**src/rtl/cfgstore_pkg.sv**
```systemverilog
package cfgstore_pkg;
  localparam int BUS_W      = 32;
  localparam int ID_W       = 8;
  localparam int CTX_W      = 2;
  localparam int NUM_CTX    = 1 << CTX_W;
  localparam int OFF_W      = BUS_W - ID_W - CTX_W;

  typedef logic [CTX_W-1:0] ctx_t;

  typedef struct packed {
    logic [ID_W-1:0]  pe;
    ctx_t             ctx;
    logic [OFF_W-1:0] off;
  } cfg_target_t;
endpackage

```
**src/rtl/cfgstore_bus_fsm.sv**
```systemverilog
module cfgstore_bus_fsm
  import cfgstore_pkg::*;
#(
  parameter logic [ID_W-1:0] PE_ID = 8'h05,
  parameter int DEPTH = 8,
  localparam int IDX_W = (DEPTH > 1) ? $clog2(DEPTH) : 1
) (
  input  logic             clk,
  input  logic             rst_n,
  input  logic             bus_valid,
  input  logic             bus_is_addr,
  input  logic [BUS_W-1:0] bus_word,
  input  ctx_t             active_ctx,
  output logic             wr_en,
  output ctx_t             wr_ctx,
  output logic [IDX_W-1:0] wr_idx,
  output logic [BUS_W-1:0] wr_data,
  output logic             wr_refused
);
  cfg_target_t      tgt;
  logic             armed_q, armed_d;
  ctx_t             ctx_q, ctx_d;
  logic [OFF_W-1:0] off_q, off_d;
  logic             data_beat, fire, in_range, hits_active;

  assign tgt       = cfg_target_t'(bus_word);
  assign data_beat = bus_valid && !bus_is_addr;

  always_comb begin
    armed_d = armed_q;
    ctx_d   = ctx_q;
    off_d   = off_q;
    if (bus_valid) begin
      if (bus_is_addr) begin
        armed_d = (tgt.pe == PE_ID);
        ctx_d   = tgt.ctx;
        off_d   = tgt.off;
      end else begin
        armed_d = 1'b0;
      end
    end
  end

  always_ff @(posedge clk or negedge rst_n) begin
    if (!rst_n) begin
      armed_q <= 1'b0;
      ctx_q   <= '0;
      off_q   <= '0;
    end else begin
      armed_q <= armed_d;
      ctx_q   <= ctx_d;
      off_q   <= off_d;
    end
  end

  assign fire        = data_beat && armed_q;
  assign in_range    = off_q < OFF_W'(DEPTH);
  assign hits_active = (ctx_q == active_ctx);
  assign wr_en       = fire && in_range && !hits_active;
  assign wr_refused  = fire && hits_active;
  assign wr_ctx      = ctx_q;
  assign wr_idx      = off_q[IDX_W-1:0];
  assign wr_data     = bus_word;

  // a data beat always consumes or discards the armed address
  p_data_disarms_r4: assert property (@(posedge clk) disable iff (!rst_n)
    data_beat |=> !armed_q);
endmodule

```
**src/rtl/cfgstore_ctx_ctrl.sv**
```systemverilog
module cfgstore_ctx_ctrl
  import cfgstore_pkg::*;
(
  input  logic clk,
  input  logic rst_n,
  input  logic sel_valid,
  input  ctx_t sel_ctx,
  input  logic refused,
  output ctx_t active_ctx,
  output logic err
);
  ctx_t act_q, act_d;
  logic err_q, err_d;

  always_comb begin
    act_d = act_q;
    err_d = err_q;
    if (sel_valid) act_d = sel_ctx;
    if (refused)   err_d = 1'b1;
  end

  always_ff @(posedge clk or negedge rst_n) begin
    if (!rst_n) begin
      act_q <= '0;
      err_q <= 1'b0;
    end else begin
      act_q <= act_d;
      err_q <= err_d;
    end
  end

  assign active_ctx = act_q;
  assign err        = err_q;

  p_switch_next_edge_r7: assert property (@(posedge clk) disable iff (!rst_n)
    sel_valid |=> active_ctx == $past(sel_ctx));
  p_err_sticky_r6: assert property (@(posedge clk) disable iff (!rst_n)
    err |=> err);
endmodule

```
**src/rtl/cfgstore_layers.sv**
```systemverilog
module cfgstore_layers
  import cfgstore_pkg::*;
#(
  parameter int DEPTH = 8,
  localparam int IDX_W = (DEPTH > 1) ? $clog2(DEPTH) : 1
) (
  input  logic                   clk,
  input  logic                   rst_n,
  input  logic                   wr_en,
  input  ctx_t                   wr_ctx,
  input  logic [IDX_W-1:0]       wr_idx,
  input  logic [BUS_W-1:0]       wr_data,
  input  ctx_t                   active_ctx,
  output logic [DEPTH*BUS_W-1:0] cfg_flat
);
  logic [DEPTH*BUS_W-1:0] layer_flat [NUM_CTX];

  for (genvar c = 0; c < NUM_CTX; c++) begin : g_ctx
    logic [BUS_W-1:0] mem_q [DEPTH];
    logic [BUS_W-1:0] mem_d [DEPTH];
    logic             ctx_we;

    assign ctx_we = wr_en && (wr_ctx == ctx_t'(c));

    always_comb begin
      for (int w = 0; w < DEPTH; w++) mem_d[w] = mem_q[w];
      if (ctx_we) mem_d[wr_idx] = wr_data;
    end

    always_ff @(posedge clk or negedge rst_n) begin
      if (!rst_n) begin
        for (int w = 0; w < DEPTH; w++) mem_q[w] <= '0;
      end else if (ctx_we) begin
        for (int w = 0; w < DEPTH; w++) mem_q[w] <= mem_d[w];
      end
    end

    for (genvar w = 0; w < DEPTH; w++) begin : g_word
      assign layer_flat[c][w*BUS_W +: BUS_W] = mem_q[w];
    end
  end

  assign cfg_flat = layer_flat[active_ctx];

  // storage never accepts a write into the context driving computation
  p_no_active_write_r6: assert property (@(posedge clk) disable iff (!rst_n)
    wr_en |-> wr_ctx != active_ctx);
endmodule

```
**src/rtl/cfgstore_rf_bank.sv**
```systemverilog
module cfgstore_rf_bank
  import cfgstore_pkg::*;
#(
  parameter int RF_DEPTH = 4,
  localparam int RF_AW = (RF_DEPTH > 1) ? $clog2(RF_DEPTH) : 1
) (
  input  logic             clk,
  input  logic             rst_n,
  input  ctx_t             bank,
  input  logic             we,
  input  logic [RF_AW-1:0] addr,
  input  logic [BUS_W-1:0] wdata,
  output logic [BUS_W-1:0] rdata
);
  logic [BUS_W-1:0] rd_bank [NUM_CTX];

  for (genvar c = 0; c < NUM_CTX; c++) begin : g_bank
    logic [BUS_W-1:0] rf_q [RF_DEPTH];
    logic             bank_we;

    assign bank_we    = we && (bank == ctx_t'(c));
    assign rd_bank[c] = rf_q[addr];

    always_ff @(posedge clk or negedge rst_n) begin
      if (!rst_n) begin
        for (int a = 0; a < RF_DEPTH; a++) rf_q[a] <= '0;
      end else if (bank_we) begin
        rf_q[addr] <= wdata;
      end
    end
  end

  assign rdata = rd_bank[bank];

  p_rf_readback_r9: assert property (@(posedge clk) disable iff (!rst_n)
    we ##1 (addr == $past(addr) && bank == $past(bank)) |-> rdata == $past(wdata));
endmodule

```
**src/rtl/ctx_config_store.sv**
```systemverilog
module ctx_config_store
  import cfgstore_pkg::*;
#(
  parameter logic [7:0] PE_ID = 8'h05,
  parameter int DEPTH = 8,
  parameter int RF_DEPTH = 4,
  localparam int IDX_W = (DEPTH > 1) ? $clog2(DEPTH) : 1,
  localparam int RF_AW = (RF_DEPTH > 1) ? $clog2(RF_DEPTH) : 1
) (
  input  logic                   clk,
  input  logic                   rst_n,
  input  logic                   cfg_valid,
  input  logic                   cfg_addr_phase,
  input  logic [31:0]            cfg_word,
  input  logic                   ctx_sel_valid,
  input  logic [1:0]             ctx_sel,
  input  logic                   rf_we,
  input  logic [RF_AW-1:0]       rf_addr,
  input  logic [31:0]            rf_wdata,
  output logic [31:0]            rf_rdata,
  output logic [1:0]             active_ctx,
  output logic                   cfg_err,
  output logic [DEPTH*32-1:0]    cfg_out
);
  logic             rst_s1_q, rst_s2_q, rst_i_n;
  logic             wr_en, wr_refused;
  ctx_t             wr_ctx, act;
  logic [IDX_W-1:0] wr_idx;
  logic [BUS_W-1:0] wr_data;

  always_ff @(posedge clk or negedge rst_n) begin
    if (!rst_n) begin
      rst_s1_q <= 1'b0;
      rst_s2_q <= 1'b0;
    end else begin
      rst_s1_q <= 1'b1;
      rst_s2_q <= rst_s1_q;
    end
  end
  assign rst_i_n = rst_s2_q;

  cfgstore_bus_fsm #(.PE_ID(PE_ID), .DEPTH(DEPTH)) u_bus (
    .clk(clk), .rst_n(rst_i_n),
    .bus_valid(cfg_valid), .bus_is_addr(cfg_addr_phase), .bus_word(cfg_word),
    .active_ctx(act),
    .wr_en(wr_en), .wr_ctx(wr_ctx), .wr_idx(wr_idx), .wr_data(wr_data),
    .wr_refused(wr_refused)
  );

  cfgstore_ctx_ctrl u_ctx (
    .clk(clk), .rst_n(rst_i_n),
    .sel_valid(ctx_sel_valid), .sel_ctx(ctx_sel), .refused(wr_refused),
    .active_ctx(act), .err(cfg_err)
  );

  cfgstore_layers #(.DEPTH(DEPTH)) u_layers (
    .clk(clk), .rst_n(rst_i_n),
    .wr_en(wr_en), .wr_ctx(wr_ctx), .wr_idx(wr_idx), .wr_data(wr_data),
    .active_ctx(act), .cfg_flat(cfg_out)
  );

  cfgstore_rf_bank #(.RF_DEPTH(RF_DEPTH)) u_rf (
    .clk(clk), .rst_n(rst_i_n),
    .bank(act), .we(rf_we), .addr(rf_addr), .wdata(rf_wdata), .rdata(rf_rdata)
  );

  assign active_ctx = act;

  // background loading never disturbs the active configuration
  p_cfg_stable_r11: assert property (@(posedge clk) disable iff (!rst_i_n)
    !ctx_sel_valid |=> $stable(cfg_out));
endmodule

```
**config.mk**
```make
export PLATFORM = sky130hd
export DESIGN_NAME = ctx_config_store
export DESIGN_NICKNAME = d
export VERILOG_FILES = /design/src/rtl/cfgstore_pkg.sv /design/src/rtl/cfgstore_bus_fsm.sv /design/src/rtl/cfgstore_ctx_ctrl.sv /design/src/rtl/cfgstore_layers.sv /design/src/rtl/cfgstore_rf_bank.sv /design/src/rtl/ctx_config_store.sv
export SDC_FILE = /design/constraint.sdc
export NUM_CORES = 2
export LEC_CHECK = 0
export ABC_AREA = 1
export CAP_MARGIN = 0
export CORE_UTILIZATION = 50
export DETAILED_ROUTE_END_ITERATION = 12
export DONT_BUFFER_PORTS = 1
export PLACE_DENSITY = 0.74
export SLEW_MARGIN = 0
export SYNTH_ARGS = -nofsm -noshare
export SYNTH_HDL_FRONTEND = slang
export SYNTH_SLANG_ARGS = --single-unit
```
**constraint.sdc**
```tcl
create_clock -name clk -period 48.2 [get_ports clk]
set_input_delay 4.82 -clock clk [delete_from_list [all_inputs] [get_ports clk]]
set_output_delay 4.82 -clock clk [all_outputs]
set_load 0.01 [all_outputs]
```
### After elaboration in Yosys (flattened, before gate mapping)

Cells that the tools add are included.

| operators by class | value |
|---|---|
| $lt $le $gt $ge | 6 |
| equality and inequality tests | 8 |
| mux-type cells | 31 |
| bitwise operators | 3 |
| reductions and logical operators | 20 |

Operators with widths:

| operator | count |
|---|---|
| 256-bit bitwise mux | 4 |
| 256-bit binary-select mux with 2-bit select | 1 |
| 128-bit bitwise mux | 4 |
| 256-bit two-way mux | 2 |
| 32-bit two-way mux | 12 |
| 32-bit binary-select mux with 2-bit select | 5 |
| 32-bit demux with 3-bit select | 1 |
| 32-bit demux with 2-bit select | 1 |
| 22-bit by 4-bit < comparator with 1-bit output (second input constant) | 1 |
| 1-bit logical AND | 15 |
| 2-bit == test (second input constant) | 4 |
| 8-bit by 3-bit == test with 1-bit output (second input constant) | 1 |
| 3-bit greater-or-equal comparator (second input constant) | 2 |
| 2-bit inverter with 3-bit output | 2 |
| 2-bit by 1-bit == test with 1-bit output (second input constant) | 2 |
| 4-bit greater-or-equal comparator (second input constant) | 1 |
| 2-bit zero test | 2 |
| 4-bit by 1-bit < comparator with 1-bit output (second input constant) | 1 |
| 3-bit inverter with 4-bit output | 1 |
| 3-bit by 1-bit < comparator with 1-bit output (second input constant) | 1 |
| 2-bit == test | 1 |
| 1-bit zero test | 2 |
| 2-bit AND reduction | 1 |
| 1-bit two-way mux | 1 |

| word-level totals | value |
|---|---|
| flip-flop bits (word level) | 1,566 |
| output and inout port bits | 291 |

### Longest topological paths before layout

| logic depth | value |
|---|---|
| depth in word-level cells | 7 |
| gate-level depth with buffers | 13 |
| mapped depth without buffers | 9 |

### By module

Synthesis repeated with hierarchy kept, for this count alone.

| second synthesis, totals | value |
|---|---|
| cells, all modules | 9,922 |
| area total of the unflattened synthesis | 74,133.6 um^2 |

Modules (own cells, without submodules):

| module | instances | cells an instance | area each (um^2) | sequential area each (um^2) |
|---|---|---|---|---|
| cfgstore_layers | 1 | 6,457 | 48,087.4 | 25,624.6 |
| cfgstore_rf_bank | 1 | 3,273 | 24,522.3 | 12,812.3 |
| cfgstore_bus_fsm | 1 | 178 | 1,362.6 | 625.6 |
| cfgstore_ctx_ctrl | 1 | 11 | 107.6 | 75.1 |
| ctx_config_store | 1 | 3 | 53.8 | 50.0 |

### Worst setup path after synthesis

OpenSTA, ideal clock, no wires.

| timing path | value |
|---|---|
| path type | input to output |
| start point | input rf_addr[0] |
| end point | output rf_rdata[30] |
| arrival | 5.994 ns |
| data required time | 43.380 ns |
| path slack | 37.386 ns |
| cell stages on the path | 9 |
| cell sequence | nor2_1 -> clkbuf_1 -> clkbuf_1 -> a22oi_1 -> nand2_1 -> nand2_1 -> nand2_1 -> inv_1 -> nand2_1 |

| between the ends | value |
|---|---|
| longest elaborated chain between the ends | 7 |
| elaborated cells between the ends (all ways) | 16 |
| those cells by class | 15 x mux; 1 x bitwise |

Ends and longest elaborated chain:

| element | line | source |
|---|---|---|
| from (decl) | ctx_config_store.sv:18 | `input logic [RF_AW-1:0] rf_addr,` |
| 2-bit inverter with 3-bit output (not written as such) (*) | cfgstore_rf_bank.sv:22 | `assign rd_bank[c] = rf_q[addr];` |
| 32-bit binary-select mux with 2-bit select | cfgstore_rf_bank.sv:22 |  |
| 32-bit two-way mux (not written as such) (2 in a row) | cfgstore_rf_bank.sv:22 |  |
| 32-bit binary-select mux with 2-bit select (*) | cfgstore_rf_bank.sv:33 | `assign rdata = rd_bank[bank];` |
| 32-bit two-way mux (not written as such) (*) (2 in a row) | cfgstore_rf_bank.sv:33 |  |
| to (decl) | ctx_config_store.sv:20 | `output logic [31:0] rf_rdata,` |

Mark *: on every way between the ends. The rest lies on a longest branch, timed or not. The select of a mux whose other input is x is not followed.

### Worst setup path after layout

| timing path | value |
|---|---|
| start point | input rf_addr[0] |
| end point | output rf_rdata[31] |

Same word-level chain as after synthesis.

==> flow_summary.json <==
{
  "post_cts.repair.setup_buffers": 0,
  "drv_cap": 0,
  "p_leak_nw": 39.2,
  "drc": 0,
  "reg2reg_slack_ns": 42.96,
  "cts_resized": 0,
  "tritoncts": "yes",
  "final.setup_skew_ns": 0.0426,
  "hold_slack_ns": 0.348,
  "pwr_density_cell_nw_per_um2": 41.6,
  "row_count": 138,
  "synth_fa_ha_area_frac": 0,
  "die_y_um": 379,
  "slew_violations": 0,
  "cts_hold_buf": 0,
  "yosys-top-cells-area": "dfrtp_1 55%, nand2_1 17%, nand4_1 9.6%",
  "post_drt_wl_per_cell_um": 23.6,
  "setup_ws_ns": 36.07,
  "crit_fanout": 80,
  "area_growth_pct": 8.04,
  "startpoint": "rf_addr[0]",
  "track_usage": 0.321,
  "grt_start_max_net_pins": 191,
  "clk_pin_slew_worst_paths_ns": 0.05,
  "fp.coreArea_um2": 141000,
  "synth_compound_area_frac": 0.0986,
  "die-area_um2": 144000,
  "end_kind": "primary output",
  "h-tree-depth": 4,
  "first_global_vias": 59000,
  "rsz0062_at_grt": "false",
  "dr.pass1.iters": 6,
  "wl_um": 234000,
  "dp_worst_setup_slack_ns": 36.13,
  "max_freq_mhz": 82.5,
  "numCtsBuffers": 168,
  "setup_viol_count_final": 0,
  "insertion_delay_ns": 0.82,
  "synth_xor_area_frac": 0,
  "synth_top_flop_cell": "dfrtp_1",
  "dpl-instance-area_um2": 71100,
  "start_kind": "input port",
  "relSlewSlack": 0.0864,
  "fin_tns_setup_ns": 0,
  "yosys-mux-area-fraction": 0.00285,
  "cp.arrival_ns": 7.31,
  "antenna_found_initial": 1,
  "drive_above_1_share": 0.0564,
  "synth_edf_count": 0,
  "synth_top_cell_area_share": 0.551,
  "finalPower_mw": 3.20,
  "r2r_start": "u_ctx.active_ctx[0]",
  "fin_crit_sh": 0.252,
  "synth_nets": 8540,
  "hold_class": "reg2reg",
  "vias": 61900,
  "async_flop_share": 1.00,
  "synth-seq-cells": 1566,
  "synth_top_family_by_area": "simple AND/OR/NAND/NOR gates",
  "syn_area_um2": 71100,
  "grt_overflow": 0,
  "vdd_drop_max_mv": 0.0361,
  "synth-seq-area-share": 0.551,
  "ant_nets": 0,
  "yosysWarnings": 0,
  "postSynthAreaPerCell_um2": 8.40,
  "synthTopCellsByCount": "3,233 x nand2_1, 1,566 x dfrtp_1, 1,088 x nand4_1",
  "synth-simple-area-share": 0.288,
  "status": "finished clean",
  "place.gp.congestion": 0.817,
  "dpl.hpwl_um": 121000,
  "hold_viol_final": 0,
  "via_per_inst": 6.27,
  "cp.required_ns": 43.38,
  "critPathKind": "in2out",
  "placedCellCount": 9580,
  "hold_start": "rst_s1_q",
  "root_buffer": "clkbuf_16",
  "yosysTopAreaCell": "dfrtp_1",
  "num-nets-final": 7934,
  "layout.cells.non_filler": 9886,
  "pin_count": 365,
  "chipWidth_um": 379,
  "synthDistinctLibCells": 23,
  "grt_first_pass_wirelength_um": 359000,
  "worstMarginPinSlew_ns": 1.37,
  "cts.sinks": 1566,
  "finalCriticalPeriod_ns": 12.13,
  "drtIter0Drc": 7811,
  "synthCells": 8466,
  "fin_util": 0.544,
  "final_area_um2": 76900,
  "clockBufferDepth": 3,
  "yosysMostFrequentCell": "nand2_1",
  "initial_core_util": 0.503,
  "port_buffers": 0
}
## worst max-delay path, cell delays in order
cell and delay, ns:
inv_1 0.09, nand2_1 0.19, inv_4 0.56, buf_4 0.90
nand2_1 0.13, nand4_1 0.13, nand2_1 0.06, nand2_1 0.10
inv_1 0.05, nand2_1 0.22
## sequential cells by signal, indices dropped and copies added (netlist names)
name,cells
u_ctx.active_ctx,2
u_ctx.err,1
u_bus.wr_ctx,2
rst_s1_q,1
rst_i_n,1
u_rf.g_bank.rf_q,512
u_bus.off_q,22
u_bus.armed_q,1
u_layers.g_ctx.mem_q,1024
## power breakdown
part	internal [mW]	switching (mW)	leakage, nW
Combinational	0.0919	0.260	15.6
Clock	0.777	0.563	2.80
Sequential	1.44	0.0674	20.9
## routing by layer
metal / part of all wire / track usage / wire length [um]
met1: 0.39 / 0.425 / 91300
met2: 0.45 / 0.490 / 106000
met3: 0.11 / 0.0945 / 26600
met4: 0.041 / 0.138 / 9660
met5: 0 / 0 / 0
## layout by cell type (no fill, tap or decap)
| cell type | count |
|---|---|
| a21oi_1 | 262 |
| a22oi_1 | 543 |
| buf_12 | 9 |
| buf_4 | 97 |
| bufinv_16 | 12 |
| clkbuf_1 | 44 |
| clkbuf_16 | 168 |
| clkbuf_8 | 41 |
| clkinv_16 | 5 |
| clkinv_2 | 21 |
| clkinv_8 | 2 |
| clkinvlp_4 | 4 |
| conb_1 | 1 |
| dfrtp_1 | 1565 |
| dfrtp_4 | 1 |
| diode_2 | 1 |
| inv_1 | 167 |
| inv_16 | 4 |
| inv_2 | 7 |
| inv_4 | 1 |
| inv_6 | 5 |
| inv_8 | 2 |
| mux2_2 | 18 |
| nand2_1 | 3224 |
| nand2_2 | 9 |
| nand3_1 | 47 |
| nand3_2 | 20 |
| nand4_1 | 1088 |
| nor2_1 | 278 |
| nor2_4 | 17 |
| nor3_1 | 1 |
| nor3_2 | 1 |
| nor3_4 | 7 |
| o21ai_0 | 322 |
| o21bai_1 | 1 |
| o32ai_1 | 1 |
## final cells by class
type,instances,area [um^2]
antenna,1,2.50
clock buffer,253,4930
clock inverter,52,797
fill,12600,64500
inverter,178,687
multi-input combinational,5840,28000
sequential,1566,39200
tap,1890,2360
timing repair buffer,106,908
## cells by family after synthesis
group / Yosys count
AND/OR/NAND/NOR: 4692
flip-flops: 1566
AO/OA/AOI/OAI: 1129
buffers and inverters: 1060
multiplexers: 18
other: 1
## worst paths after layout
path / to / cells past startpoint
min in group asynchronous: u_rf.g_bank[2].rf_q[5] / 0
worst max register to register: u_rf.g_bank[1].rf_q[19] / 9
max in group asynchronous: u_layers.g_ctx[3].mem_q[35] / 4
worst max-delay path: rf_rdata[31] / 10
worst min-delay path: rst_i_n / 0
worst min register to register: rst_i_n / 0
Note: power is estimated with default switching activity, not from simulation.
